## config.mk

```make
export PLATFORM = sky130hd
export DESIGN_NAME = cart_mailbox_glue
export DESIGN_NICKNAME = d
export VERILOG_FILES = /design/src/rtl/mbx_pkg.sv /design/src/rtl/mbx_decode.sv /design/src/rtl/mbx_slot.sv /design/src/rtl/cart_mailbox_glue.sv
export SDC_FILE = /design/constraint.sdc
export NUM_CORES = 1
export LEC_CHECK = 0
export ABC_AREA = 1
export BUFFER_PORTS_ARGS = -buffer_cell sky130_fd_sc_hd__clkbuf_2
export CORE_UTILIZATION = 40
export CTS_BUF_LIST = sky130_fd_sc_hd__clkbuf_8
export CTS_CLUSTER_SIZE = 28
export DETAILED_ROUTE_END_ITERATION = 10
export PLACE_DENSITY = 0.79
export SYNTH_ARGS = -nofsm -noshare
export SYNTH_HDL_FRONTEND = slang
export SYNTH_SLANG_ARGS = --single-unit
```

## constraint.sdc

```tcl
create_clock -name clk -period 1.3 [get_ports clk]
set_input_delay 0.325 -clock clk [delete_from_list [all_inputs] [get_ports clk]]
set_output_delay 0.325 -clock clk [all_outputs]
set_load 0.02 [all_outputs]
```

## src/rtl/mbx_pkg.sv

```systemverilog
package mbx_pkg;
    typedef enum logic {
        SLOT_EMPTY = 1'b0,
        SLOT_FULL  = 1'b1
    } slot_state_e;
endpackage

```

## src/rtl/mbx_decode.sv

```systemverilog
module mbx_decode #(
    parameter int ADDR_W    = 16,
    parameter int PAGE_BITS = 8,
    parameter int RAM_BITS  = 3
) (
    input  logic [ADDR_W-1:0] addr,
    output logic              ram_sel,
    output logic              port_sel,
    output logic              rom_sel
);
    localparam int TOP = ADDR_W - 1;

    logic unused_page_offset;
    assign unused_page_offset = ^addr[PAGE_BITS-1:0];

    always_comb begin
        ram_sel  = (addr[TOP -: RAM_BITS] == '0);
        rom_sel  = addr[TOP];
        port_sel = !addr[TOP] && (&addr[TOP-1:PAGE_BITS]);
    end
endmodule

```

## src/rtl/mbx_slot.sv

```systemverilog
module mbx_slot
    import mbx_pkg::*;
#(
    parameter int DATA_W = 8
) (
    input  logic              clk,
    input  logic              rst_n,
    input  logic              load,
    input  logic [DATA_W-1:0] wdata,
    input  logic              take,
    output logic [DATA_W-1:0] rdata,
    output logic              pending
);
    slot_state_e state_q, state_d;
    logic [DATA_W-1:0] byte_q;

    // State register: PUT and OVERWRITE on load, TAKE on a read without a load
    always_ff @(posedge clk or negedge rst_n) begin
        if (!rst_n) begin
            state_q <= SLOT_EMPTY;
            byte_q  <= '0;
        end else begin
            state_q <= state_d;
            if (load) byte_q <= wdata;
        end
    end

    always_comb begin
        state_d = state_q;
        unique case (state_q)
            SLOT_EMPTY: if (load) state_d = SLOT_FULL;
            SLOT_FULL:  if (take && !load) state_d = SLOT_EMPTY;
            default:    state_d = SLOT_EMPTY;
        endcase
    end

    // Outputs come straight from registers, so the NMI level cannot glitch
    always_comb begin
        pending = (state_q == SLOT_FULL);
        rdata   = byte_q;
    end
endmodule

```

## src/rtl/cart_mailbox_glue.sv

```systemverilog
module cart_mailbox_glue #(
    parameter int ADDR_W = 16,
    parameter int DATA_W = 8
) (
    input  logic              clk,
    input  logic              rst_n,
    input  logic [ADDR_W-1:0] cp_addr,
    input  logic [DATA_W-1:0] cp_wdata,
    input  logic              cp_rd,
    input  logic              cp_wr,
    output logic [DATA_W-1:0] cp_rdata,
    output logic              ram_sel,
    output logic              rom_sel,
    input  logic              host_wr,
    input  logic [DATA_W-1:0] host_wdata,
    input  logic              host_rd,
    output logic [DATA_W-1:0] host_rdata,
    output logic              cp_nmi,
    output logic              host_nmi
);
    logic              port_sel;
    logic [DATA_W-1:0] h2c_byte;

    mbx_decode #(.ADDR_W(ADDR_W)) decode_i (
        .addr    (cp_addr),
        .ram_sel (ram_sel),
        .port_sel(port_sel),
        .rom_sel (rom_sel)
    );

    // Host to coprocessor: the host writes, a coprocessor read of the window acknowledges
    mbx_slot #(.DATA_W(DATA_W)) h2c_i (
        .clk    (clk),
        .rst_n  (rst_n),
        .load   (host_wr),
        .wdata  (host_wdata),
        .take   (cp_rd && port_sel),
        .rdata  (h2c_byte),
        .pending(cp_nmi)
    );

    // Coprocessor to host: a coprocessor write to the window loads, a host read acknowledges
    mbx_slot #(.DATA_W(DATA_W)) c2h_i (
        .clk    (clk),
        .rst_n  (rst_n),
        .load   (cp_wr && port_sel),
        .wdata  (cp_wdata),
        .take   (host_rd),
        .rdata  (host_rdata),
        .pending(host_nmi)
    );

    always_comb begin
        cp_rdata = port_sel ? h2c_byte : '1;
    end
endmodule

```

==> impl_metrics.xml <==
<?xml version="1.0" encoding="UTF-8"?>
<metrics>
  <group name="status">
    <metric name="run_status" unit="">complete, but fails checks</metric>
    <metric name="violations" unit="">setup timing</metric>
  </group>
  <group name="finish">
    <metric name="post_layout_utilization_of_the_core" unit="%">62.1</metric>
    <metric name="area_growth_syn_to_layout" unit="%">47.4</metric>
    <metric name="post_route_cells_drive_above_1_share" unit="%">45.3</metric>
    <metric name="mostFrequentLayoutCells" unit="">clkbuf_2, nand2_1, dfrtp_1, inv_1, o21ai_0</metric>
    <metric name="layout.cells.most_common" unit="">clkbuf_2</metric>
    <metric name="post_layout_nonfiller_instances" unit="">175</metric>
    <metric name="fillers" unit="">186</metric>
    <metric name="final_design_area_no_fill" unit="mm^2">0.00122</metric>
    <metric name="antenna-diode-count" unit="">0</metric>
    <metric name="fin_nets" unit="">187</metric>
  </group>
  <group name="floorplanning">
    <metric name="die_height" unit="um">47.5</metric>
    <metric name="io-pin-count" unit="">58</metric>
    <metric name="coreArea" unit="mm^2">0.00196</metric>
    <metric name="floorplan.die.width" unit="um">47.5</metric>
    <metric name="design.die.area" unit="mm^2">0.00225</metric>
    <metric name="initial_core_utilization" unit="%">42.2</metric>
    <metric name="placementRows" unit="">16</metric>
  </group>
  <group name="grt">
    <metric name="grt_remaining_overflow" unit="">0</metric>
    <metric name="globalRouteTotalUtil" unit="%">14.9</metric>
    <metric name="pin_count_of_the_biggest_net_entering_global_routing" unit="">19</metric>
    <metric name="grt_pass1_wl" unit="um">2420</metric>
    <metric name="grt_antenna_before_repair" unit="">0</metric>
    <metric name="first_global_vias" unit="">621</metric>
  </group>
  <group name="detailed_routing">
    <metric name="antenna_left" unit="">0</metric>
    <metric name="drt_wl_total" unit="um">1710</metric>
    <metric name="post-route-drc-count" unit="">0</metric>
    <metric name="routedWlPerCell" unit="um">9.74</metric>
    <metric name="vias" unit="">808</metric>
    <metric name="drtPass1Iterations" unit="">4</metric>
    <metric name="avgViaCountPerCell" unit="">4.62</metric>
    <metric name="first_iter_violations" unit="">22</metric>
  </group>
  <group name="sta">
    <metric name="drv_slew" unit="">0</metric>
    <metric name="worst-slew-pin-transition" unit="ps">440</metric>
    <metric name="hold_viol_final" unit="">0</metric>
    <metric name="endpoints_failing_setup" unit="">7</metric>
    <metric name="timing.clock.skew" unit="ps">0</metric>
    <metric name="tns" unit="ps">-107</metric>
    <metric name="slew-limit-headroom" unit="%">70.7</metric>
    <metric name="finalHoldWorstSlack" unit="ps">8.60</metric>
    <metric name="finalWorstPathRequiredPeriod" unit="ps">1330</metric>
    <metric name="maxClockFrequency" unit="GHz">0.752</metric>
    <metric name="fin_ws" unit="ps">-29.0</metric>
    <metric name="grt_setup_unrepaired" unit="">yes</metric>
    <metric name="timing.final.crit_share" unit="%">102</metric>
  </group>
  <group name="synth">
    <metric name="synth_nets" unit="">134</metric>
    <metric name="synth_seq_cells" unit="">18</metric>
    <metric name="netlist_instances" unit="">96</metric>
    <metric name="yosysWarnings" unit="">0</metric>
    <metric name="synthesis.area" unit="um^2">827</metric>
    <metric name="synth.lib_cells_used.distinct" unit="">13</metric>
    <metric name="yosys-top-cells-area" unit="">dfrtp_1, nand2_1, nand4_1</metric>
    <metric name="post-synth-top-area-fraction" unit="%">54.5</metric>
    <metric name="synth.largest_area_cell" unit="">dfrtp_1</metric>
    <metric name="part_of_the_yosys_area_used_for_sequential_elements" unit="%">54.5</metric>
    <metric name="post_synth.cell_area_avg" unit="um^2">8.62</metric>
  </group>
  <group name="setup_path">
    <metric name="rr_worst_depth" unit="">2</metric>
    <metric name="path_delay_family" unit="">simple AND/OR/NAND/NOR gates</metric>
    <metric name="critPathLaunchType" unit="">input port</metric>
    <metric name="rrSetupSlack" unit="ps">670</metric>
    <metric name="worstReg2RegStart" unit="">h2c_i.rdata[0]</metric>
    <metric name="worst-endpoint-arrival" unit="ps">1000</metric>
    <metric name="worst_ep_required_time" unit="ps">980</metric>
    <metric name="slowest_delay" unit="ps">200</metric>
    <metric name="timing.critical_path.to_type" unit="">output port</metric>
    <metric name="critical_path.reg2reg.endpoint" unit="">h2c_i.rdata[0]</metric>
    <metric name="critPathMaxFanout" unit="">8</metric>
    <metric name="cp_cell_sequence" unit="">buf_6, inv_2, nand2_2, nor2_2, and2_4, nand2_1, clkbuf_8</metric>
    <metric name="cp_slowest_cell" unit="">and2_4</metric>
    <metric name="timing_worst_setup_path_type" unit="">input port to output port</metric>
    <metric name="critical_path.n_buffers_inverters" unit="">3</metric>
  </group>
  <group name="clocking">
    <metric name="clockBufferDepth" unit="">2</metric>
    <metric name="cts-root-buf" unit="">clkbuf_8</metric>
    <metric name="cts_max_level" unit="">1</metric>
    <metric name="clock_sinks" unit="">18</metric>
    <metric name="clock_latency" unit="ps">240</metric>
    <metric name="clock_tree_from_tritoncts" unit="">built</metric>
    <metric name="clkTransAtPathRegs" unit="ps">70</metric>
    <metric name="cts_buffers" unit="">3</metric>
  </group>
  <group name="pwr">
    <metric name="totalPowerFinal" unit="mW">1.21</metric>
    <metric name="leakagePower" unit="nW">0.677</metric>
    <metric name="cellPowerDensity" unit="mW/mm^2">995</metric>
    <metric name="worst_ir_drop_vdd" unit="mV">0.705</metric>
  </group>
  <group name="place">
    <metric name="port_buffers" unit="">49</metric>
    <metric name="dpl_cell_area" unit="mm^2">0.00108</metric>
    <metric name="place_inst" unit="">169</metric>
    <metric name="detailedPlacementHpwl" unit="um">1280</metric>
    <metric name="place.gp.congestion" unit="">0.701</metric>
    <metric name="pre_cts_ws" unit="ps">-103</metric>
  </group>
  <group name="run">
    <metric name="cap_viol_max_count" unit="">0</metric>
  </group>
  <group name="hold_path">
    <metric name="hold_crit_path_type" unit="">input port to asynchronous set/reset pin</metric>
  </group>
</metrics>
Yosys cell counts (all sizes together):
library cell,number
nand2,38
dfrtp,18
inv,11
o21ai,9
nand4,8
buf,6
nand3,2
nor2,2
and2,1
nor3,1
flip-flops by register name, summed over array words and instances, names as in the netlist:
register,count
c2h_i.rdata,8
h2c_i.rdata,8
h2c_i.pending,1
c2h_i.pending,1
how the worst max path moves through the flow:
stage	from	endpoint	slack (ps)	cells past startpoint
floorplan	cp_addr[8]	cp_rdata[0]	70	5
global placement	cp_addr[15]	cp_rdata[5]	-70	7
detailed placement	cp_addr[15]	cp_rdata[5]	-100	7
CTS	cp_addr[15]	cp_rdata[2]	-40	7
global route	cp_addr[15]	cp_rdata[6]	-70	7
finish	cp_addr[15]	cp_rdata[2]	-30	7
kinds of logic after synthesis:
| kind of cell | synth area share (%) |
|---|---|
| and+or+nand+nor | 29.0 |
| DFF | 54.5 |
| buffers and inverters | 11.0 |
| AOI/OAI and AO/OA | 5.45 |
what timing repair did:
action,in CTS,in global routing
gates resized for setup,3,26
gates cloned,0,0
buffers inserted,1,1
hold buffers,0,0
pin swaps,0,3
endpoints found under the setup margin,8,8
report_power, final:
part           total [mW]  internal [mW]  leakage [nW]  switching (mW)
registers           0.606          0.594         0.230          0.0118
logic               0.164         0.0698         0.418          0.0944
clock network       0.443          0.268        0.0288           0.175
total                1.21          0.932         0.677           0.281
worst register-to-register path, delay by kind of cell, from the launching register on:
kind / cells / cell delay (ps)
buffers and inverters: 1 / 70
flip-flops: 1 / 370
AO/OA/AOI/OAI: 1 / 70
final cells by class:
cell class,count,area (um^2),area share [%]
multi-input combinational,61,297,24.3
tap,27,33.8,2.77
sequential,18,450,37.0
inverter,11,41.3,3.39
clock buffer,4,55.1,4.52
timing repair buffer,54,342,28.0
layer usage:
layer,up-vias,part of all wire (%),GRT usage [%]
met3,2,4.3,1.13
li1,405,-,-
met1,372,42,19.0
met4,0,1.1,5.14
met2,29,52,26.6
met5,-,0,0
Power figures use the tool's default switching activity.
